### src/rtl/irqa_pkg.sv
package irqa_pkg;
  localparam int BYTE_W    = 8;
  localparam int EV_PER_CH = 2 * BYTE_W;

  typedef enum logic [1:0] {
    PIN_OD_LO  = 2'b00,
    PIN_PP_LO  = 2'b01,
    PIN_PP_HI  = 2'b10,
    PIN_OD_ALT = 2'b11
  } pin_mode_e;

  // Rising-only when any_edge is 0, every change otherwise.
  function automatic logic edge_hit(input logic cur, input logic prev, input logic any_edge);
    return any_edge ? (cur ^ prev) : (cur & ~prev);
  endfunction

  // Returns {oe, out} for a pin mode and an active request.
  function automatic logic [1:0] pin_drive(input logic [1:0] mode, input logic act);
    case (mode)
      PIN_PP_LO: return {1'b1, ~act};
      PIN_PP_HI: return {1'b1, act};
      default:   return {act, 1'b0};
    endcase
  endfunction
endpackage

### src/rtl/irqa_chan.sv
module irqa_chan
  import irqa_pkg::*;
#(
  parameter logic [EV_PER_CH-1:0] LIVE_MAP = 16'h071F
) (
  input  logic                 clk,
  input  logic                 rst_n,
  input  logic [EV_PER_CH-1:0] stat_in,
  input  logic [EV_PER_CH-1:0] pulse_in,
  input  logic                 wr_en,
  input  logic [2:0]           wr_off,
  input  logic [BYTE_W-1:0]    wr_data,
  input  logic                 clr_lo,
  input  logic                 clr_hi,
  output logic [EV_PER_CH-1:0] lat,
  output logic [EV_PER_CH-1:0] mask,
  output logic [EV_PER_CH-1:0] esel,
  output logic [EV_PER_CH-1:0] stat_q,
  output logic [EV_PER_CH-1:0] set_ev,
  output logic [EV_PER_CH-1:0] clr_ev,
  output logic                 pend
);
  localparam logic [2:0] OFF_MASK_LO = 3'd2;
  localparam logic [2:0] OFF_MASK_HI = 3'd3;
  localparam logic [2:0] OFF_ESEL_LO = 3'd4;
  localparam logic [2:0] OFF_ESEL_HI = 3'd5;

  for (genvar b = 0; b < EV_PER_CH; b++) begin : g_bit
    if (LIVE_MAP[b]) begin : g_live
      always_ff @(posedge clk or negedge rst_n) begin
        if (!rst_n) stat_q[b] <= 1'b0;
        else        stat_q[b] <= stat_in[b];
      end
      assign set_ev[b] = edge_hit(stat_in[b], stat_q[b], esel[b]);
    end else begin : g_pulse
      assign stat_q[b] = 1'b0;
      assign set_ev[b] = pulse_in[b];
    end
    if (b < BYTE_W) begin : g_lo
      assign clr_ev[b] = clr_lo;
    end else begin : g_hi
      assign clr_ev[b] = clr_hi;
    end
  end

  always_ff @(posedge clk or negedge rst_n) begin
    if (!rst_n) lat <= '0;
    else        lat <= (lat & ~clr_ev) | set_ev;
  end

  always_ff @(posedge clk or negedge rst_n) begin
    if (!rst_n) begin
      mask <= '0;
      esel <= '0;
    end else if (wr_en) begin
      case (wr_off)
        OFF_MASK_LO: mask[BYTE_W-1:0]         <= wr_data;
        OFF_MASK_HI: mask[EV_PER_CH-1:BYTE_W] <= wr_data;
        OFF_ESEL_LO: esel[BYTE_W-1:0]         <= wr_data;
        OFF_ESEL_HI: esel[EV_PER_CH-1:BYTE_W] <= wr_data;
        default: ;
      endcase
    end
  end

  assign pend = |(lat & ~mask);
endmodule

### src/rtl/irqa_pin.sv
module irqa_pin
  import irqa_pkg::*;
(
  input  logic [1:0] mode,
  input  logic       act,
  output logic       oe,
  output logic       out
);
  logic [1:0] drv;
  assign drv = pin_drive(mode, act);
  assign oe  = drv[1];
  assign out = drv[0];
endmodule

### src/rtl/irq_aggregator.sv
module irq_aggregator
  import irqa_pkg::*;
#(
  parameter int                    NUM_CH   = 4,
  parameter int                    SUM_W    = 8,
  parameter logic [EV_PER_CH-1:0]  LIVE_MAP = 16'h071F,
  parameter logic [7:0]            CFG_ADDR = 8'h40,
  parameter logic [7:0]            SUM_ADDR = 8'h41
) (
  input  logic                        clk,
  input  logic                        rst_n,
  input  logic [NUM_CH*EV_PER_CH-1:0] stat_level,
  input  logic [NUM_CH*EV_PER_CH-1:0] evt_pulse,
  input  logic [7:0]                  reg_addr,
  input  logic                        reg_we,
  input  logic                        reg_re,
  input  logic [7:0]                  reg_wdata,
  output logic [7:0]                  reg_rdata,
  output logic                        irq_out,
  output logic                        irq_oe
);
  localparam int ALL_W = NUM_CH * EV_PER_CH;

  logic [1:0]       mode_q;
  logic             gmask_q;
  logic [SUM_W-1:0] summary;
  logic             irq_act;
  logic [ALL_W-1:0] lat_all, mask_all, esel_all, statq_all, set_all, clr_all;
  logic [NUM_CH-1:0] pend_vec;

  // Channel window: upper two address bits 0, channel index in bits 5:3.
  logic       in_chan;
  logic [2:0] ch_idx;
  logic [2:0] off;
  assign ch_idx  = reg_addr[5:3];
  assign off     = reg_addr[2:0];
  assign in_chan = (reg_addr[7:6] == 2'b00) && (int'(ch_idx) < NUM_CH);

  for (genvar c = 0; c < NUM_CH; c++) begin : g_ch
    logic hit;
    assign hit = in_chan && (ch_idx == 3'(c));
    irqa_chan #(.LIVE_MAP(LIVE_MAP)) u_chan (
      .clk     (clk),
      .rst_n   (rst_n),
      .stat_in (stat_level[c*EV_PER_CH +: EV_PER_CH]),
      .pulse_in(evt_pulse[c*EV_PER_CH +: EV_PER_CH]),
      .wr_en   (reg_we && hit),
      .wr_off  (off),
      .wr_data (reg_wdata),
      .clr_lo  (reg_re && hit && off == 3'd0),
      .clr_hi  (reg_re && hit && off == 3'd1),
      .lat     (lat_all[c*EV_PER_CH +: EV_PER_CH]),
      .mask    (mask_all[c*EV_PER_CH +: EV_PER_CH]),
      .esel    (esel_all[c*EV_PER_CH +: EV_PER_CH]),
      .stat_q  (statq_all[c*EV_PER_CH +: EV_PER_CH]),
      .set_ev  (set_all[c*EV_PER_CH +: EV_PER_CH]),
      .clr_ev  (clr_all[c*EV_PER_CH +: EV_PER_CH]),
      .pend    (pend_vec[c])
    );
  end

  for (genvar s = 0; s < SUM_W; s++) begin : g_sum
    if (s < NUM_CH) begin : g_used
      assign summary[s] = pend_vec[s];
    end else begin : g_unused
      assign summary[s] = 1'b0;
    end
  end

  always_ff @(posedge clk or negedge rst_n) begin
    if (!rst_n) begin
      mode_q  <= PIN_OD_LO;
      gmask_q <= 1'b1;
    end else if (reg_we && reg_addr == CFG_ADDR) begin
      mode_q  <= reg_wdata[1:0];
      gmask_q <= reg_wdata[7];
    end
  end

  assign irq_act = !gmask_q && (|summary);

  irqa_pin u_pin (
    .mode(mode_q),
    .act (irq_act),
    .oe  (irq_oe),
    .out (irq_out)
  );

  // Read path: pick a 16-bit channel vector, then its byte.
  function automatic logic [7:0] pick_byte(input logic [ALL_W-1:0] v, input logic [2:0] ch,
                                           input logic hi);
    logic [EV_PER_CH-1:0] w;
    w = v[int'(ch)*EV_PER_CH +: EV_PER_CH];
    return hi ? w[EV_PER_CH-1:BYTE_W] : w[BYTE_W-1:0];
  endfunction

  always_comb begin
    reg_rdata = '0;
    if (in_chan) begin
      case (off[2:1])
        2'd0: reg_rdata = pick_byte(lat_all, ch_idx, off[0]);
        2'd1: reg_rdata = pick_byte(mask_all, ch_idx, off[0]);
        2'd2: reg_rdata = pick_byte(esel_all, ch_idx, off[0]);
        default: reg_rdata = pick_byte(statq_all, ch_idx, off[0]);
      endcase
    end else if (reg_addr == CFG_ADDR) begin
      reg_rdata = {gmask_q, 5'd0, mode_q};
    end else if (reg_addr == SUM_ADDR) begin
      reg_rdata = summary;
    end
  end
endmodule

### config.mk
export PLATFORM = sky130hd
export DESIGN_NAME = irq_aggregator
export DESIGN_NICKNAME = d
export VERILOG_FILES = /design/src/rtl/irqa_pkg.sv /design/src/rtl/irqa_chan.sv /design/src/rtl/irqa_pin.sv /design/src/rtl/irq_aggregator.sv
export SDC_FILE = /design/constraint.sdc
export NUM_CORES = 1
export LEC_CHECK = 0
export BUFFER_PORTS_ARGS = -buffer_cell sky130_fd_sc_hd__buf_2
export CAP_MARGIN = 20
export CORE_MARGIN = 3
export CORE_UTILIZATION = 58
export DETAILED_ROUTE_END_ITERATION = 8
export PLACE_DENSITY = 0.81
export SYNTH_ARGS = -nofsm -noshare
export SYNTH_HDL_FRONTEND = slang
export SYNTH_SLANG_ARGS = --single-unit
### constraint.sdc
create_clock -name clk -period 2.2 [get_ports clk]
set_input_delay 0.22 -clock clk [delete_from_list [all_inputs] [get_ports clk]]
set_output_delay 0.22 -clock clk [all_outputs]
set_load 0.1 [all_outputs]
* Word level (Yosys, flattened, before mapping) *
Index checks and enable logic that the tools add are counted.

storage, ports and cells
  input bits = 148
  register bits after elaboration = 227
  logic and storage cells = 280
  output and inout port bits = 10

operators by class
  magnitude comparators = 1
  bitwise gates (word level) = 117
  shifts and indexed selects = 4
  muxes and demuxes = 41
  equal/unequal tests = 14
  reduce and logical (&&, ||, !) cells = 49

operators by type and width
  operator            number
  $shiftx 64x8->16    4
  $and 16x16->16      8
  $not 16->16         8
  $or 16x16->16       4
  $reduce_or 16->1    4
  $reduce_or 64->1    1
  $mux 8              6
  $not 1->1           33
  $and 1x1->1         32
  $mux 1              32
  $reduce_and 2->1    16
  $xor 1x1->1         32
  $pmux 8 s3          1
  $logic_and 1x1->1   23
  $eq 8x7->1 const B  2
  $eq 3x2->1 const B  4
  $eq 3x1->1 const B  2
  $eq 3x3->1 const B  2
  $logic_not 3->1     2
  $eq 2x1->1 const B  2
  $eq 2x2->1 const B  2
  $logic_not 2->1     2
  $mux 4              1
  $pmux 2 s2          1
  2 further kinds     2

* Depth between registers and ports, before layout *
Gate-level depths: netlist (run 1).

  depth in word-level cells = 8
  mapped depth = 8

* Modules after synthesis *
Synthesis (run 1) repeated with hierarchy kept, for this count alone.

unflattened totals
  cell total of the unflattened synthesis = 1062
  area total of the unflattened synthesis = 12988.7 µm²

by module, submodules not included
  module                          area each (µm²)  times used  cells an instance
  irqa_chan (g_ch[1].u_chan ...)  2610.0           3           198
  irqa_chan (g_ch[0].u_chan)      2573.7           1           198
  irq_aggregator                  2531.2           1           264
  irqa_pin                        53.8             1           6

* Worst setup path after synthesis (run 1) *
Ideal clock, no wire load.

  path kind = input -> output
  from = input reg_addr[2]
  to = output reg_rdata[3]
  data arrival time = 3.038 ns
  cell stages on the path = 4
  slack = -1.058 ns
  cells stage by stage = buf_4 > nor3b_2 > nand4_1 > o21ai_0

on the way
  cells in the longest elaborated chain, start to end = 4

RTL lines
  item             RTL line               text
  start, declared  irq_aggregator.sv:14   input logic [7:0] reg_addr,
  $eq 8x7->1       irq_aggregator.sv:108  end else if (reg_addr == SUM_ADDR) begin
  $mux 4           irq_aggregator.sv:108
  $mux 8           irq_aggregator.sv:106  end else if (reg_addr == CFG_ADDR) begin
  $mux 8 (*)       irq_aggregator.sv:99   if (in_chan) begin
  end, declared    irq_aggregator.sv:18   output logic [7:0] reg_rdata,

Every way passes the cells marked *; elsewhere a longest branch is shown, timed or not.

* Worst setup path in the final report (run 1) *
  from = register g_ch[2].u_chan.lat[15]
  to = output irq_out

on the way
  cells in the longest elaborated chain, start to end = 5

RTL lines
  item                    RTL line              text
  start, declared         irqa_chan.sv:15       output logic [EV_PER_CH-1:0] lat,
  start signal, assigned  irqa_chan.sv:48       else lat <= (lat & ~clr_ev) | set_ev;
  $and 16x16->16 (*)      irqa_chan.sv:66       assign pend = |(lat & ~mask);
  $reduce_or 64->1 (*)    irq_aggregator.sv:80  assign irq_act = !gmask_q && (|summary);
  $logic_and 1x1->1 (*)   irq_aggregator.sv:80
  $not 1->1               irqa_pkg.sv:20        PIN_PP_LO: return {1'b1, ~act};
  $pmux 2 s2 (*)          irqa_pkg.sv:19        case (mode)
  end, declared           irq_aggregator.sv:19  output logic irq_out,

Marks and branches as above.

==> results.cfg, run 1 <==
[sta]
slew_headroom_pct = 55.3
rsz0062_at_grt = yes
fin_crit_ns = 2.72
setup_viol = 10
fin_crit_sh_pct = 123
finalHoldViolCount = 0
maxSlewViolCount = 0
max_freq_ghz = 0.368
final.setup.worst_slack_ns = -0.515
fin_skew_ns = 0.00678
holdWs_ns = 0.197
worst_pin_slew_ns = 0.669

[logic_synthesis]
syn_area_um2 = 11300
synth_top_family_by_area = multiplexers
synth_top_area_share_pct = 50.1
synth_compound_area_share_pct = 7.17
synth_nets = 1061
synthMuxAreaShare_pct = 25.9
ys_types = 48
synthAdderAreaFrac_pct = 3.77
synthTopCellsByArea = dfrtp_1, mux2_2, mux4_2, nand2_1, ha_1
synth_flop_cell = dfrtp_1
synthSimpleGateAreaFrac_pct = 9.14
async_flop_share_pct = 100
syn_inst = 879
seq_area_frac_synth_pct = 50.3
synth_seq_cells = 227
yosysTopAreaCell = dfrtp_1
synth_xor_xnor_area_share_pct = 0
yosysWarnings = 0
synth_edf_count = 0
synth_area_per_cell_um2 = 12.9

[cells_and_area]
final_common_cell = dfrtp_1
stdcell_count = 1479
final_util_pct = 80.1
area_growth_pct = 34.0
finalNetCount = 1382
layout_common_cells = dfrtp_1, buf_4, mux2_2
final_layout_size_suffix_gt1_share_pct = 43.9

[worst_setup_path]
path_buf_inv = 1
critPathMaxStageDelay_ns = 0.42
critPathMaxFanout = 2
crit_chain = nand2b_1, o2111ai_1, nor4_2, a41o_4, mux2_4, buf_12
slowest_stage = dfrtp_1
cp-start-kind = flip-flop
crit_type = flip-flop to primary output
cp-end-kind = primary output
worst_ep_required_time_ns = 1.98
crit_family = compound AO/OA/AOI/OAI gates
arrival_ns = 2.50
r2r_slack_ns = 1.01

[detailed_routing]
first_pass_iters = 5
finalWirelength_um = 37100
wl_per_cell_um = 25.1
drtAntennaViolNets = 0
drc_errors = 0
drt_iter0_drc = 808
vias = 9011
via_per_inst = 6.09

[outcome]
status = complete, but fails checks
violations = setup timing

[clock_tree]
cts_tree = yes
clock_sinks = 227
ctsRootBufferMaster = clkbuf_16
cts_buffers = 25
clockBufferDepth = 3
clock_latency_ns = 0.53
clk_pin_slew_ns = 0.06
htreeDepth = 1

[floorplanning]
rows = 50
start_util_pct = 59.8
io-pin-count = 158
coreArea_um2 = 18900
dieArea_um2 = 21200
die_y_um = 146
dieWidth_um = 146

[global_routing]
grt_pass1_wl_um = 57100
grt_antenna_before_repair = 1
grt_pass1_vias = 9697
grtUsageTotal_pct = 35.3
grt_max_degree = 75
grt-ovfl-total = 0

[power]
clkPwrFrac_pct = 41.9
ir_worst_vdd_v = 0.00105
swShare_pct = 25.1
intPower_mw = 7.23
leakage_nw = 7.37
p_comb_share_pct = 12.2
p_sw_mw = 2.42
total_power_mw = 9.65
powerDensity_nw_per_um2 = 637
seqPwrFrac_pct = 45.9

[min_path]
hold_class = primary input to flip-flop

[placement]
portBuffers = 93
gp_congestion = 0.984
dpl.hpwl_um = 25100
dp.cells = 1348
pre_cts_ws_ns = -0.279

[run]
drv_cap = 0
synth_stat cells, drive strengths merged, types with 5 or more instances:
cell	n
nand3	5
a22oi	11
buf	25
a21o	33
mux2	136
nor2	9
dfrtp	226
mux4	57
a21oi	5
o2111ai	16
inv	53
nand2	121
and3	6
ha	34
nand2b	49
o21ai	39
nor2b	5
mux2i	7
clkbuf	10
worst register-to-register path, cell delays in order (launching register included):
cell	delay, ns
dfrtp_1	0.41
buf_4	0.15
buf_4	0.12
buf_4	0.13
mux2_2	0.27
registers in the layout, summed over array words and instances, names as in the netlist:
register	count
g_ch.u_chan.esel	64
g_ch.u_chan.lat	64
g_ch.u_chan.mask	64
g_ch.u_chan.stat_q	32
mode_q	2
gmask_q	1
power by group through the flow:
| stage | registers [mW] | logic (mW) | clock network (mW) |
|---|---|---|---|
| after global placement | 4.49 | 0.955 | 0 |
| after CTS | 4.43 | 1.14 | 4.05 |
| after detailed placement | 4.50 | 0.982 | 0 |
| after floorplan | 4.47 | 0.526 | 0 |
| final | 4.43 | 1.17 | 4.04 |
| after global routing | 4.45 | 1.26 | 4.23 |
path summary, 6_finish.rpt:
kind	cells past startpoint	startpoint	to
min in group asynchronous	2	rst_n	g_ch[3].u_chan.mask[6]
min	2	reg_wdata[3]	g_ch[0].u_chan.esel[11]
max	6	g_ch[2].u_chan.lat[15]	irq_out
min reg2reg	2	g_ch[2].u_chan.lat[9]	g_ch[2].u_chan.lat[9]
max reg2reg	4	g_ch[1].u_chan.esel[8]	g_ch[1].u_chan.esel[8]
max in group asynchronous	3	rst_n	g_ch[0].u_chan.lat[0]
final cells by class:
type,count,area (um2)
inverters,53,199
repair buffers,329,2750
clock buffers,36,697
fillers,1091,3760
diodes,1,2.50
well taps,260,325
flip-flops and latches,227,5680
clock inverters,9,78.8
multi-input cells,564,5410
routing by layer:
layer  routed length (um)  vias up  GRT usage, %
met1                13900     4552          45.8
met3                 3220      143          7.07
met5                    0        -             0
met2                18000      486          57.9
li1                     -     3830             -
met4                 2080        0          16.7
through the flow:
| stage | TNS (ns) | area [um2] |
|---|---|---|
| 2_1_floorplan | -0.455 | 11300 |
| 3_3_place_gp | -2.92 | 13200 |
| 3_5_place_dp | -3.31 | 13200 |
| 4_1_cts | -3.29 | 15000 |
| 5_1_grt | -3.92 | 15100 |
| 6_report | -3.42 | 15100 |
cell families after synthesis:
family                     after synthesis
DFF                                    227
muxes                                  200
adders and majority gates               34
AOI/OAI and AO/OA                      119
and+or+nand+nor                        211
buffers and inverters                   88
repair_timing:
item / CTS / global route
setup buffers: 17 / 6
setup endpoints to repair: 10 / 10
resized for setup: 65 / 22
hold buffers: 65 / 0
pin swaps: 19 / 11
endpoints found under the hold margin: 132 / 0
Power figures use the tool's default switching activity.
==> inputs of run 2 (changes only) <==
CORE_UTILIZATION = 59   (was 58)
SYNTH_HIERARCHICAL = 1   (was default)
==> run 2 against run 1 <==
  * The run still ends with setup timing left
  * Count of clock-buffer cells in the layout is 3 lower
  * Via count is 14% higher
  * Sequential cell count stayed put
  * Global-route usage is 2.1 points higher
  * Sequential share of layout area is 3.5 points lower
==> results.cfg, run 2 <==
[clock_tree]
htreeDepth = 1
cts_tree = yes
cts_buffers = 24
clock_sinks = 227
clk_pin_slew_ns = 0.07
clock_latency_ns = 0.53
ctsRootBufferMaster = clkbuf_16
clockBufferDepth = 3

[worst_setup_path]
worstSetupStartpoint = g_ch[0].u_chan/mask[12]
cp-start-kind = flip-flop
r2r_slack_ns = 0.99
worst_ep_required_time_ns = 1.98
crit_chain = nand2b_1, o2111ai_2, or4_4, nor4_4, buf_4, nor2_2, mux2_4, buf_12
slowest_stage = or4_4
critPathMaxFanout = 2
crit_family = simple AND/OR/NAND/NOR gates
arrival_ns = 2.75
r2r_cells = 4
critPathMaxStageDelay_ns = 0.55
cp-end-kind = primary output
endpoint = irq_out
reg2reg_to = g_ch[1].u_chan/lat[0]
path_buf_inv = 2
crit_type = flip-flop to primary output
path_depth = 8
reg2reg_from = g_ch[1].u_chan/stat_q[0]

[detailed_routing]
vias = 10232
first_pass_iters = 5
drt_iter0_drc = 1183
wl_per_cell_um = 26.4
via_per_inst = 6.33
finalWirelength_um = 42600
drtAntennaViolNets = 0
drc_errors = 0

[global_routing]
grtUsageTotal_pct = 37.4
grt_pass1_wl_um = 63400
grt_antenna_before_repair = 1
grt_max_degree = 66
grt-ovfl-total = 0
grt_pass1_vias = 10958

[cells_and_area]
final_common_cell = dfrtp_1
finalNetCount = 1513
layout_common_cells = dfrtp_1, buf_4, mux2_2
stdcell_count = 1617
final_util_pct = 82.1
design_area_um2 = 16700
final_layout_size_suffix_gt1_share_pct = 45.1
area_growth_pct = 36.2
top_regs = g_ch.u_chan/esel: 64 flops, g_ch.u_chan/lat: 64 flops, g_ch.u_chan/mask: 64 flops
n_antenna_cell = 0

[outcome]
violations = setup timing
status = complete, but fails checks

[sta]
finalHoldViolCount = 0
holdWs_ns = 0.180
fin_skew_ns = 0.00646
final.setup.worst_slack_ns = -0.771
fin_crit_ns = 2.97
setup_tns_ns = -5.35
maxSlewViolCount = 0
worst_pin_slew_ns = 0.576
fin_crit_sh_pct = 135
slew_headroom_pct = 61.6
rsz0062_at_grt = yes
max_freq_ghz = 0.337
setup_viol = 10

[run]
drv_cap = 0

[placement]
portBuffers = 93
place_area_um2 = 14700
dp.cells = 1502
gp_congestion = 0.995
dpl.hpwl_um = 27200
pre_cts_ws_ns = -0.266

[logic_synthesis]
synth_area_per_cell_um2 = 12.7
syn_inst = 966
syn_area_um2 = 12300
yosysWarnings = 6

[floorplanning]
rows = 52
dieArea_um2 = 22600
dieWidth_um = 150
coreArea_um2 = 20400
io-pin-count = 158
die_y_um = 150
start_util_pct = 60.2

[power]
intPower_mw = 7.82
p_sw_mw = 2.63
total_power_mw = 10.5
swShare_pct = 25.2
powerDensity_nw_per_um2 = 626
p_comb_share_pct = 14.1
leakage_nw = 7.92
clkPwrFrac_pct = 43.5
seqPwrFrac_pct = 42.5
ir_worst_vdd_v = 0.000664

[min_path]
hold_class = primary input to flip-flop
run 2: worst min-delay path by stage:
stage,startpoint,to,slack (ns),cells past startpoint
floorplan,rst_n,g_ch[0].u_chan/esel[0],-0.08,0
global placement,rst_n,g_ch[0].u_chan/stat_q[2],0.19,1
detailed placement,rst_n,g_ch[0].u_chan/stat_q[2],0.19,1
CTS,reg_we,mode_q[1],0.14,3
global route,reg_we,mode_q[1],0.17,3
finish,reg_we,mode_q[1],0.18,3
run 2: final cells by class:
cell class,count,area (um2)
Tap cell,270,338
Timing Repair Buffer,375,3130
Inverter,91,342
Multi-Input combinational cell,612,6330
Clock inverter,9,184
Clock buffer,33,694
Sequential cell,227,5680
Fill cell,1021,3650
run 2: power by group through the flow:
| stage | Combinational, mW | Clock [mW] | Sequential [mW] |
|---|---|---|---|
| after floorplan | 0.671 | 0 | 4.47 |
| final | 1.47 | 4.54 | 4.44 |
| after global placement | 1.21 | 0 | 4.49 |
| after CTS | 1.40 | 4.53 | 4.43 |
| after detailed placement | 1.24 | 0 | 4.50 |
| after global routing | 1.55 | 4.72 | 4.45 |
run 2: timing repair:
action                     in CTS  in global routing
hold buffers                   65                  0
resized for setup              60                 12
setup endpoints to repair      10                 10
pin swaps                      26                 12
gates cloned                    0                  0
hold endpoints to repair      119                  0
setup buffers                   9                  3
run 2: worst register-to-register path, stage by stage (launching register included):
cell     delay, ns
dfrtp_1       0.36
inv_1         0.05
ha_1          0.26
mux2i_1       0.33
a21o_1        0.15
run 2: routing by layer:
| metal | vias to the layer above | GRT usage (%) | share of wire, % | wire length, um |
|---|---|---|---|---|
| met3 | 271 | 9.15 | 11 | 4550 |
| met5 | - | 0.227 | 0.030 | 13 |
| met2 | 726 | 59.5 | 46 | 19500 |
| met1 | 5028 | 46.3 | 35 | 15000 |
| li1 | 4205 | - | - | - |
| met4 | 2 | 23.1 | 8.4 | 3580 |
==> inputs of run 3 (changes only) <==
CORE_UTILIZATION = 46   (was 59)
PLACE_DENSITY = 0.66   (was 0.81)
clock period = 3 ns   (was 2.2 ns; I/O delays follow)
==> run 3 against run 2 <==
  * The run now ends clean
  * Non-clock buffer count down 171
  * Final cell count down 6.2%
  * Global-route usage down 12 points
  * Largest cell class unchanged
  * Total power down 29%
  * Register-to-register slack better by 0.99 ns
  * Clock power down 27%
  * Via count down 15%
  * Die area up 27%
  * Clock skew about the same
  * Sequential share of layout area up 3.8 points
  * Combinational power down 41%
==> results.cfg, run 3 (synthesized netlist as in run 2, its figures left out) <==
[outcome]
status = complete, no violations

[cells_and_area]
n_antenna_cell = 0
final_util_pct = 57.5
top_regs = g_ch.u_chan/esel: 64 flops, g_ch.u_chan/lat: 64 flops, g_ch.u_chan/mask: 64 flops
layout_common_cells = dfrtp_1, mux2_2, inv_1
area_growth_pct = 22.5
finalNetCount = 1344
final_layout_size_suffix_gt1_share_pct = 34.1
final_common_cell = dfrtp_1

[floorplanning]
dieArea_um2 = 28700
io-pin-count = 158
rows = 59
dieWidth_um = 169
die_y_um = 169
start_util_pct = 46.9
coreArea_um2 = 26100

[detailed_routing]
vias = 8676
drtAntennaViolNets = 0
via_per_inst = 5.72
first_pass_iters = 5
drt_iter0_drc = 840
finalWirelength_um = 35700
drc_errors = 0
wl_per_cell_um = 23.5

[placement]
dpl.hpwl_um = 25500
portBuffers = 93
gp_congestion = 0.945

[clock_tree]
clock_sinks = 227
cts_tree = yes
ctsRootBufferMaster = clkbuf_16
clock_latency_ns = 0.53
cts_buffers = 26
clockBufferDepth = 3
htreeDepth = 1
clk_pin_slew_ns = 0.06

[global_routing]
grt-ovfl-total = 0
grt_max_degree = 87
grtUsageTotal_pct = 25.2
grt_pass1_vias = 8990
grt_antenna_before_repair = 0
grt_pass1_wl_um = 54900

[worst_setup_path]
worst_ep_required_time_ns = 2.70
slowest_stage = or4_4
critPathMaxStageDelay_ns = 0.61
arrival_ns = 2.67
crit_chain = nand2b_1, o2111ai_1, or4_4, nor4_4, nor2_2, mux2_4, buf_12
cp-end-kind = primary output
cp-start-kind = flip-flop
critPathMaxFanout = 3
r2r_slack_ns = 1.98
crit_type = flip-flop to primary output

[power]
powerDensity_nw_per_um2 = 493
leakage_nw = 7.03
ir_worst_vdd_v = 0.000402
total_power_mw = 7.42

[min_path]
hold_class = primary input to flip-flop

[sta]
finalHoldViolCount = 0
slew_headroom_pct = 48.7
fin_skew_ns = 0.00649
worst_pin_slew_ns = 0.769
fin_crit_ns = 2.97
max_freq_ghz = 0.336
rsz0062_at_grt = yes
setup_viol = 0
maxSlewViolCount = 0
fin_crit_sh_pct = 99.1

[run]
drv_cap = 0
[run 3: cell types whose count changed in the layout (fill, tap and decap cells not counted), moves of 7 or more]
| cell | previous run | this run |
|---|---|---|
| buf_4 | 192 | 45 |
| buf_12 | 24 | 13 |
| buf_6 | 13 | 0 |
| nand2b_4 | 10 | 1 |
| nand2b_1 | 46 | 56 |
| clkbuf_1 | 3 | 10 |
[run 3: timing repair]
action,in CTS,in global routing
cloned,0,0
gates resized for setup,10,9
setup endpoints to repair,2,2
endpoints found under the hold margin,147,0
buffers inserted,2,1
pin swaps,4,3
hold buffers,65,0
[run 3: final timing paths]
path / start / to / cells past startpoint
setup / recovery: g_ch[2].u_chan/lat[14] / irq_out / 7
hold / removal: reg_we / mode_q[1] / 3
setup reg to reg: g_ch[1].u_chan/stat_q[1] / g_ch[1].u_chan/lat[1] / 4
hold reg to reg: g_ch[2].u_chan/esel[13] / g_ch[2].u_chan/esel[13] / 1
max in group asynchronous: rst_n / gmask_q / 3
min in group asynchronous: rst_n / g_ch[2].u_chan/esel[2] / 2
[run 3: report_power, final]
part           internal, mW  switching [mW]
clock                  2.05            1.25
combinational         0.413           0.453
sequential             3.17          0.0805
[run 3: layout make-up]
cell class                 count  area [um2]
clock buffer                  43         796
timing repair buffer         204        1660
tap                          335         419
inverter                      91         342
multi-input combinational    612        6030
fill                        2218       11100
clock inverter                 4        95.1
sequential                   227        5680
[run 3: worst max-delay path, delay by kind of cell (launching register included)]
family,cells,cell delay (ns)
mux,1,0.31
flops,1,0.41
simple gates,4,1.04
buf+inv,1,0.17
compound gates,1,0.22
[run 3: per-layer routing]
layer	routed length, um	track usage, %	share of wire, %	vias to the layer above
met4	852	5.73	2.4	0
met1	15500	35.6	44	4449
met3	2370	4.43	6.6	63
met2	16900	41.1	47	310
li1	-	-	-	3854
met5	0	0	0	-
[run 3: through the flow]
stage	setup slack, ns	setup TNS, ns	cells	hold slack [ns]	instance area, um2
global route	-0.0636	-0.0636	1516	0.219	15000
detailed placement	0.290	0	1401	0.359	13400
CTS	0.00163	0	1515	0.215	15000
floorplan	0.0473	0	994	0.00441	12400
finish	0.0266	0	1516	0.231	15000
global placement	0.340	0	1401	0.358	13400
